===== src/rtl/gpio_edge_irq_pkg.sv =====
package gpio_edge_irq_pkg;
   typedef enum logic [2:0] {
      OFS_RISE_EN   = 3'd0,
      OFS_FALL_EN   = 3'd1,
      OFS_RISE_STAT = 3'd2,
      OFS_FALL_STAT = 3'd3,
      OFS_CLEAR     = 3'd4
   } reg_ofs_e;
endpackage


===== src/rtl/gpio_edge_irq_sync.sv =====
module gpio_edge_irq_sync #(
   parameter int W      = 32,
   parameter int STAGES = 2
) (
   input  logic         clk_i,
   input  logic         rst_ni,
   input  logic [W-1:0] d_i,
   output logic [W-1:0] q_o
);
   if (STAGES < 2) begin : g_bad_stages
      $error("gpio_edge_irq_sync: STAGES must be at least 2");
   end

   logic [W-1:0] chain [STAGES];

   always_ff @(posedge clk_i or negedge rst_ni) begin
      if (!rst_ni) begin
         for (int s = 0; s < STAGES; s++) chain[s] <= '0;
      end else begin
         chain[0] <= d_i;
         for (int s = 1; s < STAGES; s++) chain[s] <= chain[s-1];
      end
   end

   assign q_o = chain[STAGES-1];
endmodule


===== src/rtl/gpio_edge_irq_bank.sv =====
module gpio_edge_irq_bank #(
   parameter int W = 32
) (
   input  logic         clk_i,
   input  logic         rst_ni,
   input  logic [W-1:0] pin_s_i,
   input  logic         rise_en_we_i,
   input  logic         fall_en_we_i,
   input  logic         clr_we_i,
   input  logic [W-1:0] wdata_i,
   output logic [W-1:0] rise_en_o,
   output logic [W-1:0] fall_en_o,
   output logic [W-1:0] rise_stat_o,
   output logic [W-1:0] fall_stat_o
);
   logic [W-1:0] prev_q;
   logic [W-1:0] rise_hit, fall_hit, clr_mask;

   assign rise_hit = pin_s_i & ~prev_q & rise_en_o;
   assign fall_hit = ~pin_s_i & prev_q & fall_en_o;
   assign clr_mask = clr_we_i ? wdata_i : '0;

   always_ff @(posedge clk_i or negedge rst_ni) begin
      if (!rst_ni) begin
         prev_q      <= '0;
         rise_en_o   <= '0;
         fall_en_o   <= '0;
         rise_stat_o <= '0;
         fall_stat_o <= '0;
      end else begin
         prev_q <= pin_s_i;
         if (rise_en_we_i) rise_en_o <= wdata_i;
         if (fall_en_we_i) fall_en_o <= wdata_i;
         // a fresh edge takes precedence over a simultaneous clear
         rise_stat_o <= (rise_stat_o & ~clr_mask) | rise_hit;
         fall_stat_o <= (fall_stat_o & ~clr_mask) | fall_hit;
      end
   end
endmodule


===== src/rtl/gpio_edge_irq.sv =====
module gpio_edge_irq
   import gpio_edge_irq_pkg::*;
#(
   parameter int NUM_PORTS   = 2,
   parameter int PORT_W      = 32,
   parameter int SYNC_STAGES = 2,
   localparam int BANK_W     = (NUM_PORTS > 1) ? $clog2(NUM_PORTS) : 1,
   localparam int ADDR_W     = BANK_W + 3,
   localparam int ALL_W      = NUM_PORTS * PORT_W
) (
   input  logic              clk_i,
   input  logic              rst_ni,
   input  logic [ALL_W-1:0]  pins_i,
   input  logic              ext3_flag_i,
   input  logic              wr_en_i,
   input  logic [ADDR_W-1:0] addr_i,
   input  logic [PORT_W-1:0] wdata_i,
   output logic [PORT_W-1:0] rdata_o,
   output logic              irq_o
);
   if (NUM_PORTS < 1) begin : g_bad_ports
      $error("gpio_edge_irq: NUM_PORTS must be at least 1");
   end
   if (PORT_W < 1) begin : g_bad_width
      $error("gpio_edge_irq: PORT_W must be at least 1");
   end

   logic [ALL_W-1:0] pins_s;
   logic [ALL_W-1:0] rise_en_all, fall_en_all, rise_stat_all, fall_stat_all;
   logic [BANK_W-1:0] bank_sel;
   reg_ofs_e          ofs_sel;

   assign bank_sel = addr_i[ADDR_W-1:3];
   assign ofs_sel  = reg_ofs_e'(addr_i[2:0]);

   gpio_edge_irq_sync #(.W(ALL_W), .STAGES(SYNC_STAGES)) u_sync (
      .clk_i  (clk_i),
      .rst_ni (rst_ni),
      .d_i    (pins_i),
      .q_o    (pins_s)
   );

   for (genvar b = 0; b < NUM_PORTS; b++) begin : g_bank
      logic hit;
      assign hit = wr_en_i && (bank_sel == BANK_W'(b));

      gpio_edge_irq_bank #(.W(PORT_W)) u_bank (
         .clk_i        (clk_i),
         .rst_ni       (rst_ni),
         .pin_s_i      (pins_s[b*PORT_W +: PORT_W]),
         .rise_en_we_i (hit && ofs_sel == OFS_RISE_EN),
         .fall_en_we_i (hit && ofs_sel == OFS_FALL_EN),
         .clr_we_i     (hit && ofs_sel == OFS_CLEAR),
         .wdata_i      (wdata_i),
         .rise_en_o    (rise_en_all[b*PORT_W +: PORT_W]),
         .fall_en_o    (fall_en_all[b*PORT_W +: PORT_W]),
         .rise_stat_o  (rise_stat_all[b*PORT_W +: PORT_W]),
         .fall_stat_o  (fall_stat_all[b*PORT_W +: PORT_W])
      );
   end

   always_comb begin
      rdata_o = '0;
      for (int b = 0; b < NUM_PORTS; b++) begin
         if (bank_sel == BANK_W'(b)) begin
            unique case (ofs_sel)
               OFS_RISE_EN:   rdata_o = rise_en_all[b*PORT_W +: PORT_W];
               OFS_FALL_EN:   rdata_o = fall_en_all[b*PORT_W +: PORT_W];
               OFS_RISE_STAT: rdata_o = rise_stat_all[b*PORT_W +: PORT_W];
               OFS_FALL_STAT: rdata_o = fall_stat_all[b*PORT_W +: PORT_W];
               default:       rdata_o = '0;
            endcase
         end
      end
   end

   assign irq_o = (|rise_stat_all) | (|fall_stat_all) | ext3_flag_i;
endmodule


===== config.mk =====
export PLATFORM = sky130hd
export DESIGN_NAME = gpio_edge_irq
export DESIGN_NICKNAME = d
export VERILOG_FILES = /design/src/rtl/gpio_edge_irq_pkg.sv /design/src/rtl/gpio_edge_irq_sync.sv /design/src/rtl/gpio_edge_irq_bank.sv /design/src/rtl/gpio_edge_irq.sv
export SDC_FILE = /design/constraint.sdc
export NUM_CORES = 1
export LEC_CHECK = 0
export BUFFER_PORTS_ARGS = -buffer_cell sky130_fd_sc_hd__clkbuf_2
export CELL_PAD_IN_SITES_DETAIL_PLACEMENT = 1
export CELL_PAD_IN_SITES_GLOBAL_PLACEMENT = 1
export CORE_UTILIZATION = 29
export CTS_CLUSTER_DIAMETER = 200
export DETAILED_ROUTE_END_ITERATION = 7
export PLACE_DENSITY_LB_ADDON = 0.1
export SLEW_MARGIN = 10
export SYNTH_ARGS = -nofsm -noshare
export SYNTH_HDL_FRONTEND = slang
export SYNTH_SLANG_ARGS = --single-unit
export TNS_END_PERCENT = 30

===== constraint.sdc =====
create_clock -name clk_i -period 1.9 [get_ports clk_i]
set_clock_uncertainty 0.05 [all_clocks]
set_input_delay 0.095 -clock clk_i [delete_from_list [all_inputs] [get_ports clk_i]]
set_output_delay 0.095 -clock clk_i [all_outputs]
set_load 0.005 [all_outputs]

After elaboration in Yosys (flattened, before gate mapping)
Index checks and enable logic that the tools add are counted.
- add/sub/neg operators: 0
- multipliers: 0
- div/mod/pow operators: 0
- magnitude comparators: 0
- equality and inequality tests: 4
- shift operators: 0
- multiplexer cells: 5
- bitwise operators: 25
- reduce and logical (&&, ||, !) cells: 11
- operators by type and width (kind ; number):
    $and 32x32->32 ; 12
    $pmux 32 s4 ; 2
    $not 32->32 ; 6
    $or 32x32->32 ; 4
    $reduce_or 64->1 ; 2
    $mux 32 ; 3
    $logic_and 1x1->1 ; 8
    $eq 3x2->1 const B ; 2
    $eq 3x1->1 const B ; 1
    $eq 3x3->1 const B ; 1
    $logic_not 3->1 ; 1
    $or 1x1->1 ; 2
    $not 1->1 ; 1
- bits in registers: 448
- bits in latches: 0
- RAM bits: 0
- ROM bits: 0
- input bits: 104
- memories: 0

Depth between registers and ports, before layout
- word-level depth: 7
- depth in mapped cells: 7
- gate-level depth less buffers: 4

Hierarchy
Synthesis repeated with hierarchy kept, for this count alone.
- cell total of the unflattened synthesis: 1351
- area total of the unflattened synthesis: 18074.8 um^2
- by module, submodules not included (module ; times used ; cells each ; area an instance (um^2)):
    gpio_edge_irq_bank ; 2 ; 395 ; 5876.9
    gpio_edge_irq_sync ; 1 ; 192 ; 3683.5
    gpio_edge_irq ; 1 ; 369 ; 2637.5

Worst setup path after synthesis
OpenSTA, ideal clock, no wires.
- kind: input to output
- from: input addr_i[0]
- to: output rdata_o[10]
- data arrival time: 1.331 ns
- data required time: 1.755 ns
- slack: 0.424 ns
- stages on the path: 6
- buffers on the path: 3
- cell sequence: buf_4 > buf_2 > buf_2 > mux2_2 > a221oi_1 > nor3_1
- longest elaborated chain between the ends: 3
- ends and longest elaborated chain (element ; RTL line ; source):
    start: declaration ; gpio_edge_irq.sv:16 ; input logic [ADDR_W-1:0] addr_i,
    $eq 3x2->1 (tied with other cells) ; gpio_edge_irq.sv:66 ; unique case (ofs_sel)
    $pmux 32 s4 ; gpio_edge_irq.sv:66 ;
    $mux 32 * ; gpio_edge_irq.sv:65 ; if (bank_sel == BANK_W'(b)) begin
    end: declaration ; gpio_edge_irq.sv:18 ; output logic [PORT_W-1:0] rdata_o,
Mark *: on every way between the ends. The rest lies on a longest branch, timed or not.

Worst setup path in the final report
- from: register g_bank[0].u_bank.fall_stat_o[18]
- to: output irq_o
- longest elaborated chain between the ends: 3
- ends and longest elaborated chain (element ; RTL line ; source):
    start: declaration ; gpio_edge_irq_bank.sv:14 ; output logic [W-1:0] fall_stat_o
    start signal: assignment ; gpio_edge_irq_bank.sv:36 ; fall_stat_o <= (fall_stat_o & ~clr_mask) | fall_hit;
    $reduce_or 64->1 ; gpio_edge_irq.sv:77 ; assign irq_o = (|rise_stat_all) | (|fall_stat_all) | ext3_flag_i;
    $or 1x1->1 (2 in series) ; gpio_edge_irq.sv:77 ;
    end: declaration ; gpio_edge_irq.sv:19 ; output logic irq_o
Every way passes these cells.

==> impl_metrics.py <==
metrics = {
    "outcome": {
        "status": "finished with violations",
        "violations": "setup timing",
    },
    "global_route": {
        "grt_pass1_vias": 13500,
        "antenna_found_initial": 0,
        "grt_max_degree": 71,
        "grt_use_total": 0.194,
        "grt_overflow": 0,
        "grt_first_pass_wirelength_um": 87200,
    },
    "layout": {
        "syn2layout_area_growth_pct": 36.7,
        "nNetsFinal": 1751,
        "layout_common_cells": "dfrtp_1, nand2_1, clkbuf_2, mux2_2, dlygate4sd3_1",
        "layout_commonest_cell": "dfrtp_1",
        "drive_above_1_share": 0.337,
        "fin_cells": 2458,
    },
    "power": {
        "switchingPower_w": 0.00700,
        "pwr_density_cell_nw_per_um2": 1160,
        "p_int_w": 0.0201,
        "seq_power_share": 0.448,
        "p_leak_nw": 10.1,
        "p_sw_frac": 0.258,
        "combPwrFrac": 0.131,
        "ir_worst_vdd_uv": 712,
        "clock_power_share": 0.422,
    },
    "floorplan": {
        "fp.dieH_um": 245,
        "rows": 88,
        "core_area_um2": 58100,
        "dieArea_um2": 60200,
        "initial_core_util": 0.295,
        "die_x_um": 245,
        "io_pins": 137,
    },
    "synth": {
        "synth_cells": 1282,
        "ys_seq_elements": 448,
        "syn_area_per_cell_um2": 13.4,
        "synthArstFlopShare": 1.00,
        "yosysTopAreaCell": "dfrtp_1",
        "synth_edf_count": 0,
        "synth.distinct_cells": 35,
        "synthFlopType": "dfrtp_1",
        "yosys_warnings": 0,
        "synth_seq_area_share": 0.653,
        "synth_top_cell_area_share": 0.653,
        "mappedNetlistArea_um2": 17200,
        "yosys-top-cells-area": "dfrtp_1, mux2_2, nand2_1",
        "synth_fp_nets": 1386,
    },
    "setup_path": {
        "worstSetupPathType": "register to primary output",
        "worstSetupStartpointType": "register",
        "end_kind": "primary output",
        "r2r_slack_ns": 0.91,
        "reg2reg_depth": 2,
        "cp-startpoint": "g_bank[0].u_bank.fall_stat_o[18]",
        "cp.required_ns": 1.75,
        "critPathArrivalTime_ns": 2.45,
        "rr_startpoint": "u_sync.q_o[18]",
        "crit_fanout": 2,
    },
    "placed_design": {
        "gp_congestion": 0.767,
        "dp.cells": 2263,
        "hpwlAfterDp_um": 38700,
        "portBuffers": 136,
        "pre_cts_ws_ns": -0.425,
    },
    "hold_path": {
        "whs_path_depth": 2,
        "hold_start": "pins_i[49]",
        "hold_path_class": "primary input to register",
    },
    "timing": {
        "min_period_over_period": 1.37,
        "post-route-min-period_ns": 2.60,
        "fmax_ghz": 0.385,
        "grt_setup_unrepaired": "true",
        "slew_violations": 0,
        "tns_ns": -4.17,
        "hold_viol_final": 0,
        "setup_violations": 33,
        "tightest_slew_ns": 0.405,
        "relSlewSlack": 0.730,
        "worst_slack_ns": -0.698,
    },
    "clock_network": {
        "cts_tree": "built",
        "cts.sinks": 448,
        "clockRootBuffer": "clkbuf_16",
        "cts_buffers": 53,
        "path_clk_slew_ns": 0.06,
        "clock_path_buffers": 3,
        "cts_htree_levels": 2,
        "clock_latency_ns": 0.60,
    },
    "detailed_routing": {
        "firstDrtPassIters": 4,
        "vias_per_cell": 4.88,
        "dr_total_vias": 12000,
        "drc": 0,
        "postRouteAntennaNets": 0,
        "wl_um": 57000,
        "drtIter0Drc": 552,
        "wl_per_cell_um": 23.2,
    },
    "job": {
        "maxCapViolations": 0,
    },
}
==> state kept, by name, indices dropped and copies added (netlist names) <==
signal                     cells
g_bank.u_bank.fall_en_o       64
g_bank.u_bank.fall_stat_o     64
g_bank.u_bank.prev_q          64
g_bank.u_bank.rise_en_o       64
g_bank.u_bank.rise_stat_o     64
u_sync.chain                  64
u_sync.q_o                    64
==> layout make-up <==
cell class,instances,area (µm²)
diodes,1,2.50
clock buffers,67,1500
clock inverters,33,483
fillers,6046,34700
inverters,83,312
multi-input cells,690,5840
flip-flops and latches,448,11200
well taps,765,957
repair buffers,371,3180
==> kinds of logic (layout without fill, tap and decap cells) <==
| group | Yosys count | count (layout) | synth area share |
|---|---|---|---|
| buffers and inverters | 144 | 554 | 0.0366 |
| other | 0 | 1 | 0 |
| muxes | 178 | 178 | 0.121 |
| and+or+nand+nor | 265 | 265 | 0.0704 |
| DFF | 448 | 448 | 0.653 |
| AOI/OAI and AO/OA | 247 | 247 | 0.119 |
==> layer usage <==
metal / GRT usage / vias to the layer above / routed length [µm] / part of all wire
met3: 0.0268 / 99 / 1750 / 0.031
met2: 0.314 / 203 / 26700 / 0.47
met5: 0 / - / 0 / 0
met4: 0.0701 / 0 / 1830 / 0.032
li1: - / 5405 / - / -
met1: 0.266 / 6279 / 26800 / 0.47
==> worst max-delay path: stages (launching register included) <==
cell and delay, ns:
dfrtp_1 0.41, or4_4 0.53, nor4_4 0.28, buf_4 0.19, nand4_1 0.25, clkbuf_2 0.20
==> per-stage QoR <==
step                      instance area [µm²]  hold slack [ns]   util  total power, W
after floorplan                         17200           -0.251      -          0.0135
after global placement                  20000          -0.0147  0.344          0.0154
after detailed placement                20000          -0.0168  0.344          0.0154
after CTS                               23300           0.0384  0.401          0.0275
after global routing                    23500           0.0654  0.404          0.0283
final                                   23500           0.0880  0.404          0.0271
==> power groups by stage <==
stage	Sequential, W	Clock [W]	Combinational (W)
final	0.0121	0.0114	0.00354
after global routing	0.0123	0.0121	0.00389
after CTS	0.0121	0.0118	0.00356
after detailed placement	0.0122	0	0.00322
after global placement	0.0122	0	0.00318
after floorplan	0.0118	0	0.00177
==> worst paths after layout <==
path,to
max,irq_o
min,u_sync.chain[113]
max reg2reg,g_bank[0].u_bank.rise_stat_o[18]
min reg2reg,u_sync.q_o[13]
max in group asynchronous,u_sync.q_o[59]
min in group asynchronous,g_bank[1].u_bank.fall_stat_o[21]
==> synthesized netlist by cell type, types with 10 or more instances <==
library cell  instances
inv_1                83
mux4_2               10
mux2_1               17
o21ai_0              43
nand2_1             176
mux2_2              123
o21a_1               17
mux2i_1              28
nor4_1               33
clkbuf_1             18
a221oi_1             44
o2bb2ai_1            64
buf_2                30
buf_4                11
a32o_1               64
nor3_1               19
dfrtp_1             448
==> repair_timing <==
action                                  in CTS  in global routing
endpoints found under the setup margin      33                 33
hold buffers                                98                  0
endpoints found under the hold margin      768                  0
buffers inserted                             1                  0
resized for setup                           71                 34
pin swaps                                   24                 18
(Power assumes the default switching activity.)
